### config.mk
export PLATFORM = sky130hd
export DESIGN_NAME = wbk_seq
export DESIGN_NICKNAME = d
export VERILOG_FILES = /design/src/rtl/wbk_pkg.sv /design/src/rtl/wbk_regs.sv /design/src/rtl/wbk_fsm.sv /design/src/rtl/wbk_seq.sv
export SDC_FILE = /design/constraint.sdc
export NUM_CORES = 1
export LEC_CHECK = 0
export ABC_AREA = 1
export BUFFER_PORTS_ARGS = -buffer_cell sky130_fd_sc_hd__buf_4
export CAP_MARGIN = 10
export CORE_MARGIN = 2
export CORE_UTILIZATION = 50
export DETAILED_ROUTE_END_ITERATION = 10
export GPL_TIMING_DRIVEN = 1
export HOLD_SLACK_MARGIN = 0.08
export PLACE_DENSITY = 0.77
export SLEW_MARGIN = 20
export SYNTH_ARGS = -nofsm -noshare
export SYNTH_HDL_FRONTEND = slang
export SYNTH_SLANG_ARGS = --single-unit
### constraint.sdc
create_clock -name clk -period 1.9 [get_ports clk]
set_clock_uncertainty 0.05 [all_clocks]
set_input_delay 0.38 -clock clk [delete_from_list [all_inputs] [get_ports clk]]
set_output_delay 0.38 -clock clk [all_outputs]
set_load 0.02 [all_outputs]
### src/rtl/wbk_pkg.sv
package wbk_pkg;
    typedef enum logic [1:0] {
        ST_IDLE = 2'd0,
        ST_RUN  = 2'd1,
        ST_OFF  = 2'd2
    } wbk_state_e;

    localparam logic [4:0] OFS_PTR   = 5'h00;
    localparam logic [4:0] OFS_PITCH = 5'h04;
    localparam logic [4:0] OFS_DIM   = 5'h08;
    localparam logic [4:0] OFS_CTRL  = 5'h0C;
    localparam logic [4:0] OFS_PROG  = 5'h10;
    localparam logic [4:0] OFS_PTRHI = 5'h14;

    localparam int B_GO    = 0;
    localparam int B_IE    = 2;
    localparam int B_ABORT = 14;
    localparam int B_PD    = 21;

    localparam logic [7:0] CTRL_TAG = 8'h54;
    localparam logic [1:0] CTRL_REV = 2'b01;
endpackage

### src/rtl/wbk_regs.sv
module wbk_regs
    import wbk_pkg::*;
#(
    parameter int DW      = 32,
    parameter int AW      = 5,
    parameter int HI_W    = 8,
    parameter bit HAS_HI  = 1'b1,
    parameter bit SIZE_M1 = 1'b0,
    parameter int FLD_W   = DW / 2
) (
    input  logic               clk,
    input  logic               rst_n,
    input  logic               we,
    input  logic [AW-1:0]      addr,
    input  logic [DW-1:0]      wdata,
    output logic [DW-1:0]      ptr_q,
    output logic [DW-1:0]      pitch_q,
    output logic [DW-1:0]      dim_q,
    output logic [B_PD:B_IE]   ctrl_q,
    output logic [HI_W-1:0]    hi_q,
    output logic [FLD_W:0]     width_cnt,
    output logic [FLD_W:0]     height_cnt,
    output logic               go_req,
    output logic               abort_req,
    output logic               ie_next,
    output logic               pd_next
);
    logic              ctrl_hit;
    logic [B_PD:B_IE]  ctrl_keep;
    logic [FLD_W-1:0]  w_fld;
    logic [FLD_W-1:0]  h_fld;

    assign ctrl_hit  = we && (addr == OFS_CTRL);
    assign go_req    = ctrl_hit && wdata[B_GO];
    assign abort_req = ctrl_hit && wdata[B_ABORT];
    assign ie_next   = ctrl_hit ? wdata[B_IE] : ctrl_q[B_IE];
    assign pd_next   = ctrl_hit ? wdata[B_PD] : ctrl_q[B_PD];

    always_comb begin
        ctrl_keep          = wdata[B_PD:B_IE];
        ctrl_keep[B_ABORT] = 1'b0;
    end

    always_ff @(posedge clk or negedge rst_n) begin
        if (!rst_n) begin
            ptr_q   <= '0;
            pitch_q <= '0;
            dim_q   <= '0;
            ctrl_q  <= '0;
        end else if (we) begin
            if (addr == OFS_PTR)   ptr_q   <= wdata;
            if (addr == OFS_PITCH) pitch_q <= wdata;
            if (addr == OFS_DIM)   dim_q   <= wdata;
            if (addr == OFS_CTRL)  ctrl_q  <= ctrl_keep;
        end
    end

    generate
        if (HAS_HI) begin : g_hi
            always_ff @(posedge clk or negedge rst_n) begin
                if (!rst_n)                          hi_q <= '0;
                else if (we && addr == OFS_PTRHI)    hi_q <= wdata[HI_W-1:0];
            end
        end else begin : g_no_hi
            assign hi_q = '0;
        end
    endgenerate

    assign w_fld = dim_q[FLD_W-1:0];
    assign h_fld = dim_q[DW-1:FLD_W];

    generate
        if (SIZE_M1) begin : g_minus_one
            assign width_cnt  = {1'b0, w_fld} + (FLD_W+1)'(1);
            assign height_cnt = {1'b0, h_fld} + (FLD_W+1)'(1);
        end else begin : g_plain
            assign width_cnt  = {1'b0, w_fld};
            assign height_cnt = (h_fld == '0) ? (FLD_W+1)'(1) : {1'b0, h_fld};
        end
    endgenerate
endmodule

### src/rtl/wbk_fsm.sv
module wbk_fsm
    import wbk_pkg::*;
#(
    parameter int CNT_W = 16
) (
    input  logic           clk,
    input  logic           rst_n,
    input  logic           go_req,
    input  logic           abort_req,
    input  logic           ie_next,
    input  logic           pd_next,
    input  logic           line_done,
    input  logic [CNT_W:0] height_cnt,
    output logic           busy,
    output logic           mem_pd,
    output logic           irq,
    output logic [CNT_W:0] progress
);
    wbk_state_e     state_q, state_d;
    logic [CNT_W:0] prog_q;
    logic [CNT_W:0] tgt_q;
    logic           pend_q;
    logic           go_ok, abort_hit, count_en, last_line, frame_end;

    assign go_ok     = (state_q == ST_IDLE) && go_req && !pd_next;
    assign abort_hit = (state_q == ST_RUN) && abort_req;
    assign count_en  = (state_q == ST_RUN) && line_done && !abort_req;
    assign last_line = count_en && ((prog_q + 1'b1) == tgt_q);
    assign frame_end = last_line || abort_hit;

    always_comb begin
        state_d = state_q;
        unique case (state_q)
            ST_IDLE: begin
                if (go_ok)        state_d = ST_RUN;
                else if (pd_next) state_d = ST_OFF;
            end
            ST_RUN: begin
                if (frame_end)    state_d = ST_IDLE;
            end
            ST_OFF: begin
                if (!pd_next)     state_d = ST_IDLE;
            end
            default:              state_d = ST_IDLE;
        endcase
    end

    always_ff @(posedge clk or negedge rst_n) begin
        if (!rst_n) state_q <= ST_IDLE;
        else        state_q <= state_d;
    end

    always_ff @(posedge clk or negedge rst_n) begin
        if (!rst_n) begin
            prog_q <= '0;
            tgt_q  <= '0;
            pend_q <= 1'b0;
        end else begin
            if (go_ok) begin
                prog_q <= '0;
                tgt_q  <= height_cnt;
            end else if (count_en) begin
                prog_q <= prog_q + 1'b1;
            end
            pend_q <= go_ok ? 1'b0 : ((pend_q || frame_end) && ie_next);
        end
    end

    assign busy     = (state_q == ST_RUN);
    assign mem_pd   = (state_q == ST_OFF);
    assign irq      = pend_q;
    assign progress = prog_q;

    AST_GO_STARTS: assert property (@(posedge clk) disable iff (!rst_n)
        (state_q == ST_IDLE && go_req && !pd_next) |=> (busy && progress == '0));
    AST_GO_IGNORED: assert property (@(posedge clk) disable iff (!rst_n)
        (state_q == ST_RUN && go_req && !abort_req && !line_done) |=> (busy && $stable(progress)));
    AST_PROG_BELOW_TGT: assert property (@(posedge clk) disable iff (!rst_n)
        busy |-> (progress < tgt_q));
    AST_ABORT_STOPS: assert property (@(posedge clk) disable iff (!rst_n)
        (busy && abort_req) |=> (!busy && $stable(progress)));
    AST_IRQ_IDLE: assert property (@(posedge clk) disable iff (!rst_n)
        irq |-> !busy);
    AST_PD_IDLE: assert property (@(posedge clk) disable iff (!rst_n)
        mem_pd |-> !busy);
endmodule

### src/rtl/wbk_seq.sv
module wbk_seq
    import wbk_pkg::*;
#(
    parameter int DW      = 32,
    parameter int AW      = 5,
    parameter int HI_W    = 8,
    parameter bit HAS_HI  = 1'b1,
    parameter bit SIZE_M1 = 1'b0,
    localparam int FLD_W  = DW / 2,
    localparam int OUT_AW = DW + HI_W
) (
    input  logic              clk,
    input  logic              rst_n,
    input  logic              cfg_we,
    input  logic [AW-1:0]     cfg_addr,
    input  logic [DW-1:0]     cfg_wdata,
    output logic [DW-1:0]     cfg_rdata,
    input  logic              line_done,
    output logic              busy,
    output logic              irq,
    output logic              mem_pd,
    output logic [OUT_AW-1:0] dst_addr,
    output logic [DW-1:0]     dst_pitch,
    output logic [FLD_W:0]    frm_width
);
    logic [DW-1:0]     ptr_q, pitch_q, dim_q;
    logic [B_PD:B_IE]  ctrl_q;
    logic [HI_W-1:0]   hi_q;
    logic [FLD_W:0]    height_cnt;
    logic [FLD_W:0]    progress;
    logic              go_req, abort_req, ie_next, pd_next;

    wbk_regs #(
        .DW(DW), .AW(AW), .HI_W(HI_W), .HAS_HI(HAS_HI), .SIZE_M1(SIZE_M1), .FLD_W(FLD_W)
    ) u_regs (
        .clk(clk), .rst_n(rst_n), .we(cfg_we), .addr(cfg_addr), .wdata(cfg_wdata),
        .ptr_q(ptr_q), .pitch_q(pitch_q), .dim_q(dim_q), .ctrl_q(ctrl_q), .hi_q(hi_q),
        .width_cnt(frm_width), .height_cnt(height_cnt),
        .go_req(go_req), .abort_req(abort_req), .ie_next(ie_next), .pd_next(pd_next)
    );

    wbk_fsm #(.CNT_W(FLD_W)) u_fsm (
        .clk(clk), .rst_n(rst_n), .go_req(go_req), .abort_req(abort_req),
        .ie_next(ie_next), .pd_next(pd_next), .line_done(line_done),
        .height_cnt(height_cnt), .busy(busy), .mem_pd(mem_pd), .irq(irq),
        .progress(progress)
    );

    always_comb begin
        case (cfg_addr)
            OFS_PTR:   cfg_rdata = ptr_q;
            OFS_PITCH: cfg_rdata = pitch_q;
            OFS_DIM:   cfg_rdata = dim_q;
            OFS_CTRL:  cfg_rdata = {CTRL_TAG, CTRL_REV, ctrl_q, busy, 1'b0};
            OFS_PROG:  cfg_rdata = DW'(progress);
            OFS_PTRHI: cfg_rdata = DW'(hi_q);
            default:   cfg_rdata = '0;
        endcase
    end

    assign dst_addr  = {hi_q, ptr_q};
    assign dst_pitch = pitch_q;

    AST_RD_FIXED: assert property (@(posedge clk) disable iff (!rst_n)
        (cfg_addr == OFS_CTRL) |-> (cfg_rdata[31:22] == {CTRL_TAG, CTRL_REV} && !cfg_rdata[B_GO] && !cfg_rdata[B_ABORT]));
endmodule

# After elaboration in Yosys (flattened, before gate mapping)
# Index checks and enable logic that the tools add are counted.
# W data, S select, Z words.
dict set report word_totals {
  register_bits 160
  inputBits 41
  output_inout_bits 124
  elab_cells 57
}
dict set report op_classes {
  add_sub_neg 1
  eq_ne 11
  n_mux 12
  reduce_logical 24
}
# cell n
set op_table {}
lappend op_table {{$pmux W32 S6} 1}
lappend op_table {{$mux W17} 2}
lappend op_table {{$add A17 B1 Y17 const B} 1}
lappend op_table {{$eq A17 B17 Y1} 1}
lappend op_table {{$logic_not A16 Y1} 1}
lappend op_table {{$mux W16} 1}
lappend op_table {{$logic_and A1 B1 Y1} 11}
lappend op_table {{$eq A5 B4 Y1 const B} 2}
lappend op_table {{$eq A5 B5 Y1 const B} 2}
lappend op_table {{$mux W2} 4}
lappend op_table {{$reduce_and A2 Y1} 4}
lappend op_table {{$pmux W2 S3} 1}
lappend op_table {{$eq A5 B3 Y1 const B} 1}
lappend op_table {{$logic_not A5 Y1} 1}
lappend op_table {{$mux W1} 3}
lappend op_table {{$ne A3 B1 Y1 const B} 1}
lappend op_table {{$reduce_and A3 Y1} 1}
lappend op_table {{$eq A2 B1 Y1 const B} 1}
lappend op_table {{$eq A2 B2 Y1 const B} 1}
lappend op_table {{$logic_not A1 Y1} 2}
lappend op_table {{$logic_not A2 Y1} 1}
lappend op_table {{$logic_or A1 B1 Y1} 2}
lappend op_table {{$ne A2 B1 Y1 const B} 1}
lappend op_table {{$ne A2 B2 Y1 const B} 1}
lappend op_table {{$reduce_bool A2 Y1} 1}

# Depth between registers and ports, before layout
# Gate-level depths: netlist (run 1).
dict set report depth {
  ltp_word 10
  ltp_mapped 15
  ltp_nobuf 15
}

# Hierarchy
# Synthesis (run 1) repeated with hierarchy kept, for this count alone.
dict set report hier_totals {
  hier_cells 1208
  area_unflattened_um2 8943.6
}
# module instances cells_each area_per_inst_um2
set modules_own_cells {}
lappend modules_own_cells {wbk_regs 1 606 5206.2}
lappend modules_own_cells {wbk_fsm 1 293 2134.5}
lappend modules_own_cells {wbk_seq 1 309 1602.8}

# Least setup slack after synthesis (run 1)
# OpenSTA, ideal clock, no wires.
dict set report synth_path {
  kind {input -> output}
  startpoint {input cfg_addr[4]}
  endpoint {output cfg_rdata[19]}
  arrival_ns 1.707
  required_time_ns 1.470
  path_slack_ns -0.237
  path_stages 7
  path_buffers 2
  cell_sequence {buf_2 nor2_4 inv_2 nor3_4 inv_2 buf_2 o2111ai_1}
}
dict set report synth_between {
  elab_chain_cells 2
}
# item line
set synth_rtl {}
lappend synth_rtl {{start, declared} wbk_seq.sv:15} ;# input logic [AW-1:0] cfg_addr,
lappend synth_rtl {{$eq A5 B5 Y1 (tied with other cells)} wbk_seq.sv:50} ;# case (cfg_addr)
lappend synth_rtl {{$pmux W32 S6 (*)} wbk_seq.sv:50}
lappend synth_rtl {{end, declared} wbk_seq.sv:17} ;# output logic [DW-1:0] cfg_rdata,
# Every way passes the cells marked *; elsewhere a longest branch is shown, timed or not.

# Worst setup path after layout (run 1)
dict set report layout_path {
  startpoint {input cfg_addr[3]}
  endpoint {output cfg_rdata[8]}
}
# The elaborated chain is that of the path after synthesis.

==> results of run 1 <==
==> placed cells by master (no fill, tap or decap), types with 16 or more instances in the layout <==
cell type and n:
nand2_1 264, buf_4 207, dfrtp_1 156, o21ai_0 124, inv_1 91, buf_6 41
nand3_1 33, nand2_2 28, nor2_1 20, o21ai_2 20, clkbuf_16 19, buf_12 16
==> worst max-delay path, delay by kind of cell <==
family | cells | cell delay [ns]
compound gates | 3 | 0.48
buf+inv | 6 | 0.71
simple gates | 2 | 0.11
==> through the flow <==
step / power (W) / worst slack, ns / instance area (sq um) / setup TNS, ns / utilization, %
floorplan: 0.005573 / -0.1786 / 7816 / -1.979 / -
global placement: 0.006599 / -0.2266 / 9627 / -8.704 / 63.56
detailed placement: 0.006658 / -0.2238 / 9627 / -13.22 / 63.56
CTS: 0.01025 / -0.1768 / 10850 / -3.343 / 71.61
global route: 0.01077 / -0.2598 / 11190 / -7.365 / 73.85
finish: 0.01037 / -0.2138 / 11190 / -5.549 / 73.85
==> worst max-delay path by stage <==
stage	startpoint	endpoint	slack (ns)
after floorplan	cfg_addr[4]	cfg_rdata[23]	-0.18
after detailed placement	cfg_addr[1]	cfg_rdata[8]	-0.22
final	cfg_addr[3]	cfg_rdata[8]	-0.21
after global placement	cfg_addr[1]	cfg_rdata[8]	-0.23
after global routing	cfg_addr[3]	cfg_rdata[8]	-0.26
after CTS	cfg_addr[1]	cfg_rdata[3]	-0.18
==> cells by family (layout without fill, tap and decap cells) <==
logic type	after synthesis	count (layout)	synth area share, %
buffers and inverters	164	407	9.255
flip-flops	159	159	51.36
other	1	1	0.04841
XOR/XNOR	4	4	0.4524
multiplexers	1	1	0.1938
AND/OR/NAND/NOR	399	399	22.18
AO/OA/AOI/OAI	210	210	16.35
adder cells (fa/ha/maj)	1	1	0.1615
==> cell usage after synthesis (2+ instances only) <==
library cell    n
dfrtp_1       159
nor2_1         33
o21ai_1         6
a221oi_1       13
a21oi_1         4
nand4_1        11
o2111ai_1      14
inv_2           5
clkbuf_1       28
xnor2_1         3
o21ai_0       133
o21ai_2        16
buf_6           3
nor2_4          4
buf_2           9
nand2_4         2
a22o_1          3
o22ai_1        11
nor2_2          3
nand2_1       296
nand2_2         2
nand3_1        38
nand3b_1        4
o211ai_1        8
buf_4          18
inv_1         100
==> what timing repair did <==
item                                    in CTS  in global routing
hold buffers                                 1                  0
resized for setup                          102                 69
buffers inserted                            25                  8
pin swaps                                   16                 19
hold endpoints to repair                    35                  0
endpoints found under the setup margin      34                 34
cloned                                       3                  3
==> flip-flops by register name, indices dropped and copies added, names as in the netlist <==
register,cells
u_regs.dim_q,32
u_regs.pitch_q,32
u_regs.ptr_q,32
u_regs.ctrl_q,19
u_fsm.progress,17
u_fsm.tgt_q,16
u_regs.hi_q,8
u_fsm.state_q,2
u_fsm.irq,1
==> power by group through the flow <==
stage	registers, W	clock network (W)	logic, W
floorplan	0.00465	0	0.000922
global placement	0.00438	0	0.00222
detailed placement	0.00439	0	0.00227
CTS	0.00437	0.00352	0.00236
global route	0.00447	0.00368	0.00262
finish	0.00441	0.00352	0.00244
==> layout make-up <==
cell class	instances	area (sq um)	share of cell area, %
Clock buffer	23	467.9	4.183
Clock inverter	9	132.6	1.186
Inverter	106	410.4	3.669
Multi-Input combinational cell	616	3531	31.57
Sequential cell	159	3983	35.60
Tap cell	188	235.2	2.103
Timing Repair Buffer	269	2426	21.69
==> metal layers <==
| metal | routed length, um | vias to the layer above | share of wire [%] | track usage [%] |
|---|---|---|---|---|
| li1 | - | 3522 | - | - |
| met1 | 10860 | 3815 | 41 | 41.88 |
| met2 | 12470 | 445 | 47 | 48.69 |
| met3 | 2179 | 103 | 8.2 | 8.067 |
| met4 | 1081 | 0 | 4.1 | 12.93 |
| met5 | 0 | - | 0 | 0 |
==> results.cfg, run 1 <==
[die]
initial_core_util_pct = 51.14
core-area_sq_um = 15150
row_count = 45
die_height_um = 128.5
io_pins = 165
die-area_sq_um = 16500
chipWidth_um = 128.5

[worst_setup_path]
r2r_cells = 13
cp-start-kind = primary input
critPathKind = in -> out
cp.required_ns = 1.47
crit_path_end_kind = output pin
r2r_end = u_fsm.irq
crit_fanout = 7
arrival_ns = 1.68
crit_top_cell = buf_4
path_cells = buf_8 > inv_4 > nor2_4 > buf_4 > nand3_4 > clkinv_4 > buf_6 > a22o_1 > a21oi_2 > o211ai_1 > buf_4
slowest_stage = a22o_1
max_stage_delay_ns = 0.24
r2r_slack_ns = -0.10
r2r-start = u_fsm.progress[0]

[power_and_ir_drop]
power_frac_seq_pct = 42.6
ir_drop_v = 0.0006223
p_comb_share_pct = 23.5
p_sw_w = 0.003325
netSwitchingFraction_pct = 32.07
p_int_w = 0.007042
pwr-share-clk_pct = 34.0
powerDensity_nw_per_um2 = 926.8
leakage_nw = 5.595

[sta]
rsz0062_at_grt = true
fin_ws_ns = -0.2138
fmax_mhz = 473.1
finalSetupViolCount = 34
finalHoldViolCount = 0
fin_crit_sh_pct = 111.3
min_period_ns = 2.114
holdWs_ns = 0.1195
slew_violations = 0

[synth]
yosysSeqAreaShare_pct = 51.36
synth_top_area_cell = dfrtp_1
synth.top_cell.area_share_pct = 51.36
mappedNetlistArea_sq_um = 7746
synth_edf_count = 0
synth-main-ff-cell = dfrtp_1
yosys_warnings = 0
syn_inst = 939
syn_avg_cell_area_sq_um = 8.249
synth-async-reset-ratio_pct = 100.0
postSynthNetCount = 981
ys_top_cells_by_area = dfrtp_1, nand2_1, o21ai_0
yosysUniqueCellTypes = 39
synth-seq-cells = 159

[global_routing]
grt_pass1_vias = 7371
grt_usage_pct = 31.24
grt_antenna_before_repair = 0
overflow = 0
grt_max_degree = 49
grt_pass1_wl_um = 39460

[detailed_routing]
drt_iter0_drc = 994
ant_nets = 0
avgViaCountPerCell = 5.755
totalWireLength_um = 26590
drc_errors = 0
via_count = 7885
drtPass1Iterations = 5
detail_route.wl_per_cell_um = 19.41

[clock_network]
cts_tree = yes
cts_buffers = 17
htreeDepth = 4
clock_latency_ns = 0.43
clock_path_buffers = 2
cts.sinks = 159
cts_root_buf = clkbuf_16
cts.clk_slew.worst_paths_ns = 0.06

[cells_and_area]
final.fill_count = 1003
fin_cells = 1370
syn2layout_area_growth_pct = 44.40
fin_nets = 1211
insertedDiodeCount = 0
layout-drive-gt1-share_pct = 36.55

[status]
violations = negative setup slack
status = finished, violations left

[placed_design]
numPortBuffers = 163
dp.cells = 1302
finalWeightedCongestion = 0.9724
dp_hpwl_um = 17120

[min_path]
whs_path_depth = 3
hold_class = in -> reg
hold_end = u_regs.hi_q[4]
min_from = cfg_wdata[4]

[flow_run]
max_cap_violations = 0
Note: power is estimated with default switching activity, not from simulation.
==> inputs of run 2 (changes only) <==
CAP_MARGIN = default   (was 10)
REMOVE_ABC_BUFFERS = 1   (was default)
==> run 2 against run 1 <==
Effect of this change: the run still ends with negative setup slack left; hold slack worse by 0.0033 ns; final area is 0.37% lower; first-iteration DRC count is 34% lower; flip-flop and latch count stayed put; wire length is 4.8% lower; critical path depth is 1 lower; clock-buffer cell count is 1 lower; fmax is 1.6% higher; cell count is 0.58% lower; sequential share of layout area is 0.11 points higher; non-clock buffer count is 7 lower.
==> results.cfg, run 2 (synthesized netlist as in run 1, its figures left out) <==
[clock_network]
clock_path_buffers = 2
clock_latency_ns = 0.43
cts.sinks = 159
cts.clk_slew.worst_paths_ns = 0.06
cts_buffers = 17
htreeDepth = 4
cts_tree = yes
cts_root_buf = clkbuf_16

[detailed_routing]
detail_route.wl_per_cell_um = 18.58
drtPass1Iterations = 7
drc_errors = 0
avgViaCountPerCell = 5.659
via_count = 7708
totalWireLength_um = 25310
ant_nets = 0
drt_iter0_drc = 656

[min_path]
min_from = cfg_wdata[2]
hold_end = u_regs.hi_q[2]
whs_path_depth = 3
hold_class = in -> reg

[die]
initial_core_util_pct = 51.14
io_pins = 165
chipWidth_um = 128.5
row_count = 45
core-area_sq_um = 15150
die-area_sq_um = 16500
die_height_um = 128.5

[worst_setup_path]
cp-start-kind = primary input
r2r_slack_ns = -0.10
cp.required_ns = 1.47
r2r_end = u_fsm.irq
crit_path_end_kind = output pin
r2r-start = u_fsm.progress[1]
crit_fanout = 8
arrival_ns = 1.65
r2r_cells = 12
critPathKind = in -> out

[global_routing]
grt_max_degree = 54
grt_usage_pct = 29.86
grt_pass1_vias = 7345
overflow = 0
grt_pass1_wl_um = 38350
grt_antenna_before_repair = 0

[sta]
finalHoldViolCount = 0
fmax_mhz = 480.8
slew_violations = 0
finalSetupViolCount = 34
fin_crit_sh_pct = 109.5
fin_ws_ns = -0.1797
rsz0062_at_grt = true
min_period_ns = 2.080

[power_and_ir_drop]
powerDensity_nw_per_um2 = 929.6
ir_drop_v = 0.0006542
leakage_nw = 5.566
power_w = 0.01036

[status]
status = finished, violations left
violations = negative setup slack

[cells_and_area]
insertedDiodeCount = 0
final.fill_count = 1033
fin_nets = 1204
largestRegisters = u_regs.dim_q (32), u_regs.pitch_q (32), u_regs.ptr_q (32)
layout-drive-gt1-share_pct = 35.09
stdcell_area_sq_um = 11140
layout_commonest_cell = nand2_1
syn2layout_area_growth_pct = 43.87
final_cell_mix = nand2_1, buf_4, dfrtp_1

[placed_design]
numPortBuffers = 163
post_dp_cell_area_sq_um = 9563
dp_hpwl_um = 15570
finalWeightedCongestion = 0.9359

[flow_run]
max_cap_violations = 0
[run 2: changes by cell type in the layout (fill, tap and decap cells not counted), sizes merged]
cell,delta
buf,-9
clkbuf,+1
clkinv,-2
clkinvlp,+1
inv,+1
[run 2: critical path, cell delays in order]
cell and delay (ns):
buf_6 0.10, nor2_4 0.15, inv_2 0.08, nor4_4 0.16
buf_6 0.19, buf_12 0.17, buf_8 0.15, nand2_1 0.06
nand2_1 0.08, buf_6 0.12
[run 2: power by group]
| group | switching, W | internal, W |
|---|---|---|
| sequential | 0.000458 | 0.00392 |
| clock | 0.00138 | 0.00220 |
| combinational | 0.00141 | 0.000990 |
| total | 0.00325 | 0.00711 |
[run 2: layout make-up]
cell class / count / area [sq um] / area share [%]
Clock buffer: 22 / 484.2 / 4.345
Clock inverter: 9 / 131.4 / 1.179
Tap cell: 188 / 235.2 / 2.111
Inverter: 106 / 420.4 / 3.772
Sequential cell: 159 / 3980 / 35.71
Multi-Input combinational cell: 616 / 3473 / 31.17
Timing Repair Buffer: 262 / 2420 / 21.71
[run 2: what timing repair did]
item                       CTS  global route
setup endpoints to repair   34            34
hold buffers                 1             0
resized for setup           94            67
cloned                       2             4
hold endpoints to repair    28             0
buffers inserted            22            12
pin swaps                   29            31
[run 2: per-stage QoR]
stage / TNS (ns) / worst slack (ns) / utilization, % / hold slack (ns) / std cells
2_1_floorplan: -89.62 / -1.405 / - / 0.03441 / 881
3_5_place_dp: -7.451 / -0.2752 / 63.14 / 0.2331 / 1292
6_report: -4.232 / -0.1797 / 73.58 / 0.1162 / 1362
3_3_place_gp: -6.220 / -0.2690 / 63.14 / 0.2339 / 1292
5_1_grt: -6.019 / -0.2372 / 73.58 / 0.1212 / 1362
4_1_cts: -2.577 / -0.1564 / 70.81 / 0.1141 / 1348
[run 2: routing by layer]
layer / track usage (%) / part of all wire, % / up-vias
li1: - / - / 3509
met1: 39.00 / 39 / 3738
met2: 49.03 / 50 / 386
met3: 6.985 / 8.3 / 75
met4: 10.86 / 3.1 / 0
met5: 0 / 0 / -
[run 2: worst max path at each step]
stage / startpoint / depth (start not counted) / slack (ns) / end
2_1_floorplan: cfg_addr[1] / 5 / -1.40 / u_regs.pitch_q[0]
4_1_cts: cfg_addr[3] / 12 / -0.16 / cfg_rdata[13]
3_3_place_gp: cfg_addr[1] / 9 / -0.27 / cfg_rdata[16]
3_5_place_dp: cfg_addr[1] / 9 / -0.28 / cfg_rdata[16]
6_report: cfg_addr[0] / 10 / -0.18 / cfg_rdata[10]
5_1_grt: cfg_addr[0] / 10 / -0.24 / cfg_rdata[10]
